### src/rtl/mpf_pkg.sv
package mpf_pkg;

    localparam int DATA_W   = 8;
    localparam int BANK_W   = 3;
    localparam int MODE_W   = 2;
    localparam int CTRL_W   = MODE_W + 1;
    localparam int EN_BIT   = MODE_W;
    localparam logic [BANK_W-1:0] CTRL_BANK = '0;

    typedef enum logic [MODE_W-1:0] {
        FM_ALL       = 2'b00,
        FM_ADDR_ONLY = 2'b01,
        FM_MATCH     = 2'b10,
        FM_MATCH_ALT = 2'b11
    } filt_mode_e;

    typedef struct packed {
        logic       en;
        filt_mode_e mode;
    } ctrl_t;

    typedef struct packed {
        logic              is_addr;
        logic [DATA_W-1:0] data;
    } rx_char_t;

    function automatic logic uses_match(input ctrl_t c);
        return c.en && c.mode[MODE_W-1];
    endfunction

    function automatic logic should_pass(input ctrl_t c, input logic is_addr,
                                         input logic hit, input logic sel);
        logic p;
        if (!c.en) begin
            p = 1'b1;
        end else begin
            case (c.mode)
                FM_ALL:       p = 1'b1;
                FM_ADDR_ONLY: p = is_addr;
                default:      p = is_addr ? hit : sel;
            endcase
        end
        return p;
    endfunction

endpackage

### src/rtl/mpf_ctrl_regs.sv
module mpf_ctrl_regs
    import mpf_pkg::*;
(
    input  logic              clk,
    input  logic              rst,
    input  logic              cfg_we,
    input  logic [BANK_W-1:0] cfg_bank,
    input  logic [CTRL_W-1:0] cfg_wdata,
    input  logic              cmp_we,
    input  logic [DATA_W-1:0] cmp_wdata,
    output ctrl_t             ctrl,
    output logic [DATA_W-1:0] cmp_addr,
    output logic              cfg_touch
);

    assign cfg_touch = cfg_we && (cfg_bank == CTRL_BANK);

    always_ff @(posedge clk) begin
        if (rst) begin
            ctrl     <= '{en: 1'b0, mode: FM_ALL};
            cmp_addr <= '0;
        end else begin
            if (cfg_touch) begin
                ctrl.en   <= cfg_wdata[EN_BIT];
                ctrl.mode <= filt_mode_e'(cfg_wdata[MODE_W-1:0]);
            end
            if (cmp_we) begin
                cmp_addr <= cmp_wdata;
            end
        end
    end

    // a write to another bank leaves the controls unchanged
    a_r9_other_bank_ignored: assert property (@(posedge clk) disable iff (rst)
        (cfg_we && cfg_bank != CTRL_BANK) |=> $stable(ctrl));

endmodule

### src/rtl/mpf_addr_track.sv
module mpf_addr_track
    import mpf_pkg::*;
(
    input  logic clk,
    input  logic rst,
    input  logic rx_valid,
    input  logic rx_is_addr,
    input  logic hit,
    input  logic filt_on,
    input  logic cfg_touch,
    output logic addressed
);

    always_ff @(posedge clk) begin
        if (rst) begin
            addressed <= 1'b0;
        end else if (cfg_touch) begin
            addressed <= 1'b0;
        end else if (rx_valid && filt_on && rx_is_addr) begin
            addressed <= hit;
        end
    end

    // a control bank write clears the selected state
    a_r9_cfg_clears: assert property (@(posedge clk) disable iff (rst)
        cfg_touch |=> !addressed);

    // a matching address sets the selected state
    a_r5_match_sets: assert property (@(posedge clk) disable iff (rst)
        (rx_valid && filt_on && rx_is_addr && hit && !cfg_touch) |=> addressed);

    // a mismatching address clears the selected state
    a_r7_mismatch_clears: assert property (@(posedge clk) disable iff (rst)
        (rx_valid && filt_on && rx_is_addr && !hit) |=> !addressed);

endmodule

### src/rtl/mpf_accept.sv
module mpf_accept
    import mpf_pkg::*;
(
    input  logic              clk,
    input  logic              rst,
    input  ctrl_t             ctrl,
    input  logic [DATA_W-1:0] cmp_addr,
    input  logic              rx_valid,
    input  rx_char_t          rx_char,
    input  logic              addressed,
    output logic              hit,
    output logic              out_valid,
    output rx_char_t          out_char
);

    logic pass;

    assign hit  = (rx_char.data == cmp_addr);
    assign pass = should_pass(ctrl, rx_char.is_addr, hit, addressed);

    always_ff @(posedge clk) begin
        if (rst) begin
            out_valid <= 1'b0;
            out_char  <= '0;
        end else begin
            out_valid <= rx_valid && pass;
            if (rx_valid && pass) begin
                out_char <= rx_char;
            end
        end
    end

    // a request pulse only ever follows a strobe and carries its character
    a_r11_follows_strobe: assert property (@(posedge clk) disable iff (rst)
        out_valid |-> ($past(rx_valid) && out_char == $past(rx_char)));

    // with filtering off every strobe yields a request
    a_r2_plain_pass: assert property (@(posedge clk) disable iff (rst)
        (rx_valid && !ctrl.en) |=> out_valid);

    // address-only mode drops data characters
    a_r4_data_dropped: assert property (@(posedge clk) disable iff (rst)
        (rx_valid && ctrl.en && ctrl.mode == FM_ADDR_ONLY && !rx_char.is_addr)
        |=> !out_valid);

    // data is dropped while not selected
    a_r6_unselected_drop: assert property (@(posedge clk) disable iff (rst)
        (rx_valid && uses_match(ctrl) && !rx_char.is_addr && !addressed)
        |=> !out_valid);

endmodule

### src/rtl/mpu_rx_filter.sv
module mpu_rx_filter
    import mpf_pkg::*;
(
    input  logic              clk,
    input  logic              rst,
    input  logic              cfg_we,
    input  logic [BANK_W-1:0] cfg_bank,
    input  logic [CTRL_W-1:0] cfg_wdata,
    input  logic              cmp_we,
    input  logic [DATA_W-1:0] cmp_wdata,
    input  logic              rx_valid,
    input  logic [DATA_W-1:0] rx_data,
    input  logic              rx_is_addr,
    output logic              out_valid,
    output logic [DATA_W-1:0] out_data,
    output logic              out_is_addr,
    output logic              addressed
);

    ctrl_t             ctrl;
    logic [DATA_W-1:0] cmp_addr;
    logic              cfg_touch;
    logic              hit;
    rx_char_t          rx_char;
    rx_char_t          out_char;

    assign rx_char = '{is_addr: rx_is_addr, data: rx_data};

    mpf_ctrl_regs u_regs (
        .clk       (clk),
        .rst       (rst),
        .cfg_we    (cfg_we),
        .cfg_bank  (cfg_bank),
        .cfg_wdata (cfg_wdata),
        .cmp_we    (cmp_we),
        .cmp_wdata (cmp_wdata),
        .ctrl      (ctrl),
        .cmp_addr  (cmp_addr),
        .cfg_touch (cfg_touch)
    );

    mpf_accept u_accept (
        .clk       (clk),
        .rst       (rst),
        .ctrl      (ctrl),
        .cmp_addr  (cmp_addr),
        .rx_valid  (rx_valid),
        .rx_char   (rx_char),
        .addressed (addressed),
        .hit       (hit),
        .out_valid (out_valid),
        .out_char  (out_char)
    );

    mpf_addr_track u_track (
        .clk        (clk),
        .rst        (rst),
        .rx_valid   (rx_valid),
        .rx_is_addr (rx_is_addr),
        .hit        (hit),
        .filt_on    (uses_match(ctrl)),
        .cfg_touch  (cfg_touch),
        .addressed  (addressed)
    );

    assign out_data    = out_char.data;
    assign out_is_addr = out_char.is_addr;

    // nothing is requested and nothing is selected in the cycle after reset
    a_r1_reset_quiet: assert property (@(posedge clk)
        $past(rst) |-> (!out_valid && !addressed));

endmodule

### config.mk
export PLATFORM = sky130hd
export DESIGN_NAME = mpu_rx_filter
export DESIGN_NICKNAME = d
export VERILOG_FILES = /design/src/rtl/mpf_pkg.sv /design/src/rtl/mpf_ctrl_regs.sv /design/src/rtl/mpf_addr_track.sv /design/src/rtl/mpf_accept.sv /design/src/rtl/mpu_rx_filter.sv
export SDC_FILE = /design/constraint.sdc
export NUM_CORES = 1
export LEC_CHECK = 0
export BUFFER_PORTS_ARGS = -buffer_cell sky130_fd_sc_hd__buf_2
export CORE_UTILIZATION = 25
export DETAILED_ROUTE_END_ITERATION = 10
export PLACE_DENSITY = 0.53
export SYNTH_ARGS = -nofsm -noshare
export SYNTH_HDL_FRONTEND = slang
export SYNTH_SLANG_ARGS = --single-unit
### constraint.sdc
create_clock -name clk -period 4.2 [get_ports clk]
set_clock_uncertainty 0.1 [all_clocks]
set_input_delay 0.42 -clock clk [delete_from_list [all_inputs] [get_ports clk]]
set_output_delay 0.42 -clock clk [all_outputs]
set_load 0.1 [all_outputs]
==> summary.md <==
| Metric | Value |
|---|---|
| Result of the run | `finished, final reports clean` |
| Post-synth net total | `172` |
| Achievable Freq | `0.525 GHz` |
| Clk_lat worst skew | `0.26 ns` |
| CTS tree | `built` |
| Clock Path Buffers | `2` |
| Avg WL per Cell | `11.9 µm` |
| Root Driver | `clkbuf_8` |
| First-pass GRT wire length | `4850 µm` |
| Final period util | `0.453` |
| Yosys warnings | `0` |
| Drt via density | `4.52` |
| Initial antenna violation count | `0` |
| RePlAce Congestion | `0.723` |
| Cell taking the most area after synthesis | `dfxtp_1` |
| Setup violations, final | `0` |
| Detailed placement HPWL | `2110 µm` |
| Commonest cells post-synth | `dfxtp_1 (22), mux2i_1 (19), nor2b_1 (18), nor2_1 (12), nand4_1 (10)` |
| Slowest cell on crit path | `nor4_4` |
| Area contributors post-synth | `dfxtp_1 (33%), mux2i_1 (14%), nor2b_1 (8.3%)` |
| Drt initial violations | `26` |
| Slew @ Worst Pin | `0.896 ns` |
| Post-synthesis sequential area ratio | `0.327` |
| Die Area | `5690 µm²` |
| Number of synthesized flops with an enable pin | `0` |
| Crit. End Element | `flip-flop` |
| Layout Nets | `203` |
| RSZ-0062 raised after global routing | `no` |
| Psw | `0.000157 W` |
| Combinational share of power | `0.239` |
| Worst-path fanout max | `12` |
| Yosys reg bits | `22` |
| Total track usage | `0.110` |
| Cts bufs inserted | `3` |
| Boundary Pins | `39` |
| Starting Density | `0.262` |
| Setup Total Neg Slack | `0 ns` |
| CP cell instances | `xor2_1 > nor4_4 > and2_1 > o211ai_1` |
| Clock transition at path regs | `0.08 ns` |
| Via count | `1103` |
| Final Power | `0.000497 W` |
| Port bufs | `38` |
| Max VDD drop | `0.000134 V` |
| Hold Vio Cnt, Final | `0` |
| Synth top area share | `0.327` |
| Worst path required time | `4.24 ns` |
| Grt total ovfl | `0` |
| CTS resizes | `0` |
| # diodes | `0` |
| Number of global-route vias before repair | `1033` |
| Rel. slew slack | `0.403` |
| Vert. Die Dim | `75.5 µm` |
| Top delay family on crit path | `simple AND/OR/NAND/NOR gates` |
| Synthesized area per cell | `9.37 µm²` |
| Post-CTS setup repair buffer count | `0` |
| First-pass DRT Iterations | `4` |
| Htree depth | `1` |
| Cell internal pwr | `0.000340 W` |
| Layout cell share with drive strength beyond 1 | `0.270` |
| Largest net degree at the start of global routing | `31` |
| Critical setup path kind | `flip-flop to flip-flop` |
| Synth-to-layout area growth | `18.5%` |
| Static Leak | `0.659 nW` |
| Post-synthesis cell area | `1350 µm²` |
| Pwr Density | `311 nW/µm²` |
| Max incr delay on CP | `0.60 ns` |
| Setup crit start kind | `flip-flop` |
| Most used DFF post-synth | `dfxtp_1` |
| Most common cell in the netlist | `dfxtp_1` |
| Max-slew violations | `0` |
| Number of max-cap violations | `0` |
| Drt drc | `0` |
| Final wirelength | `2900 µm` |
| Yosys cell types | `26` |
| # rows | `26` |
| Cts hold-fix bufs | `0` |
| CP arrival | `1.94 ns` |
| HP Class | `primary input to flip-flop` |
| Clock power share | `0.307` |
| CTS sink cnt | `22` |
| Antenna Violating Nets Remaining | `0` |
| Post-synthesis instance total | `144` |
| Synth async-reset ratio | `0` |
| Seq pwr share | `0.453` |
| Die W | `75.5 µm` |
| Placeable Area | `5140 µm²` |
| Switching share of power | `0.317` |
| Tmin final | `1.90 ns` |
| Worst path bufs/invs | `0` |
[cell families (layout without fill, tap and decap cells)]
kind of cell	after synthesis	after routing	share of synthesized area
DFF	22	22	0.327
buffers and inverters	14	44	0.0677
muxes	19	19	0.141
AOI/OAI and AO/OA	21	21	0.134
xor gates and xnor gates	8	8	0.0520
and+or+nand+nor	60	60	0.279
[cells in the final DEF, fill, tap and decap left out]
master     count
o41a_1         1
o211ai_1       8
buf_2         38
mux2i_1       19
a211oi_2       1
clkbuf_8       4
a2111o_1       1
nor4_4         2
xor2_1         8
nand4_1       10
and2_1         3
nor4b_4        1
inv_1          2
nand3_1        9
nand2b_1       2
dfxtp_1       22
and3_1         1
o2111ai_2      1
nand2_1        2
nor2b_1       18
nor2_1        12
o311a_1        1
a21boi_0       8
[layer usage]
metal | part of all wire | track usage
met1 | 0.48 | 0.147
met2 | 0.46 | 0.174
met3 | 0.051 | 0.0238
met4 | 0.014 | 0.0432
met5 | 0 | 0
[worst min-delay path, stage by stage]
cell and delay [ns]:
buf_2 0.07, mux2i_1 0.05, nor2_1 0.07
[per-stage QoR]
| stage | setup slack (ns) | std cells | utilization | hold slack [ns] | cell area (µm²) |
|---|---|---|---|---|---|
| 2_1_floorplan | 2.22 | 144 | - | 0.361 | 1350 |
| 3_3_place_gp | 2.11 | 240 | 0.300 | 0.385 | 1540 |
| 3_5_place_dp | 2.05 | 240 | 0.300 | 0.395 | 1540 |
| 4_1_cts | 2.27 | 244 | 0.311 | 0.283 | 1600 |
| 5_1_grt | 2.13 | 244 | 0.311 | 0.297 | 1600 |
| 6_report | 2.30 | 244 | 0.311 | 0.288 | 1600 |
[state kept, by name (all words and copies together), names as in the netlist]
signal / count
u_regs.cmp_addr: 8
u_accept.out_valid: 1
u_track.addressed: 1
u_accept.out_char: 9
u_regs.ctrl: 3
[area by class of cell]
class | count | area (µm²)
Clock buffer | 4 | 55.1
Fill cell | 583 | 3540
Inverter | 2 | 7.51
Multi-Input combinational cell | 108 | 817
Sequential cell | 22 | 440
Tap cell | 70 | 87.6
Timing Repair Buffer | 38 | 190
[power groups by stage]
| stage | sequential [W] | clock [W] | combinational (W) |
|---|---|---|---|
| after floorplan | 0.000272 | 0 | 0.0000527 |
| after global placement | 0.000230 | 0 | 0.000120 |
| after detailed placement | 0.000230 | 0 | 0.000120 |
| after CTS | 0.000226 | 0.000160 | 0.000120 |
| after global routing | 0.000227 | 0.000165 | 0.000128 |
| final | 0.000225 | 0.000153 | 0.000119 |
[worst paths after layout]
| kind | depth (start not counted) | slack, ns | startpoint | endpoint |
|---|---|---|---|---|
| worst max-delay path | 4 | 2.30 | u_regs.cmp_addr[1] | u_accept.out_char[2] |
| worst min-delay path | 3 | 0.29 | cfg_wdata[1] | u_regs.ctrl[1] |
| worst max register to register | 4 | 2.30 | u_regs.cmp_addr[1] | u_accept.out_char[2] |
| worst min register to register | 2 | 0.41 | u_regs.ctrl[0] | u_regs.ctrl[0] |
Power figures use the tool's default switching activity.
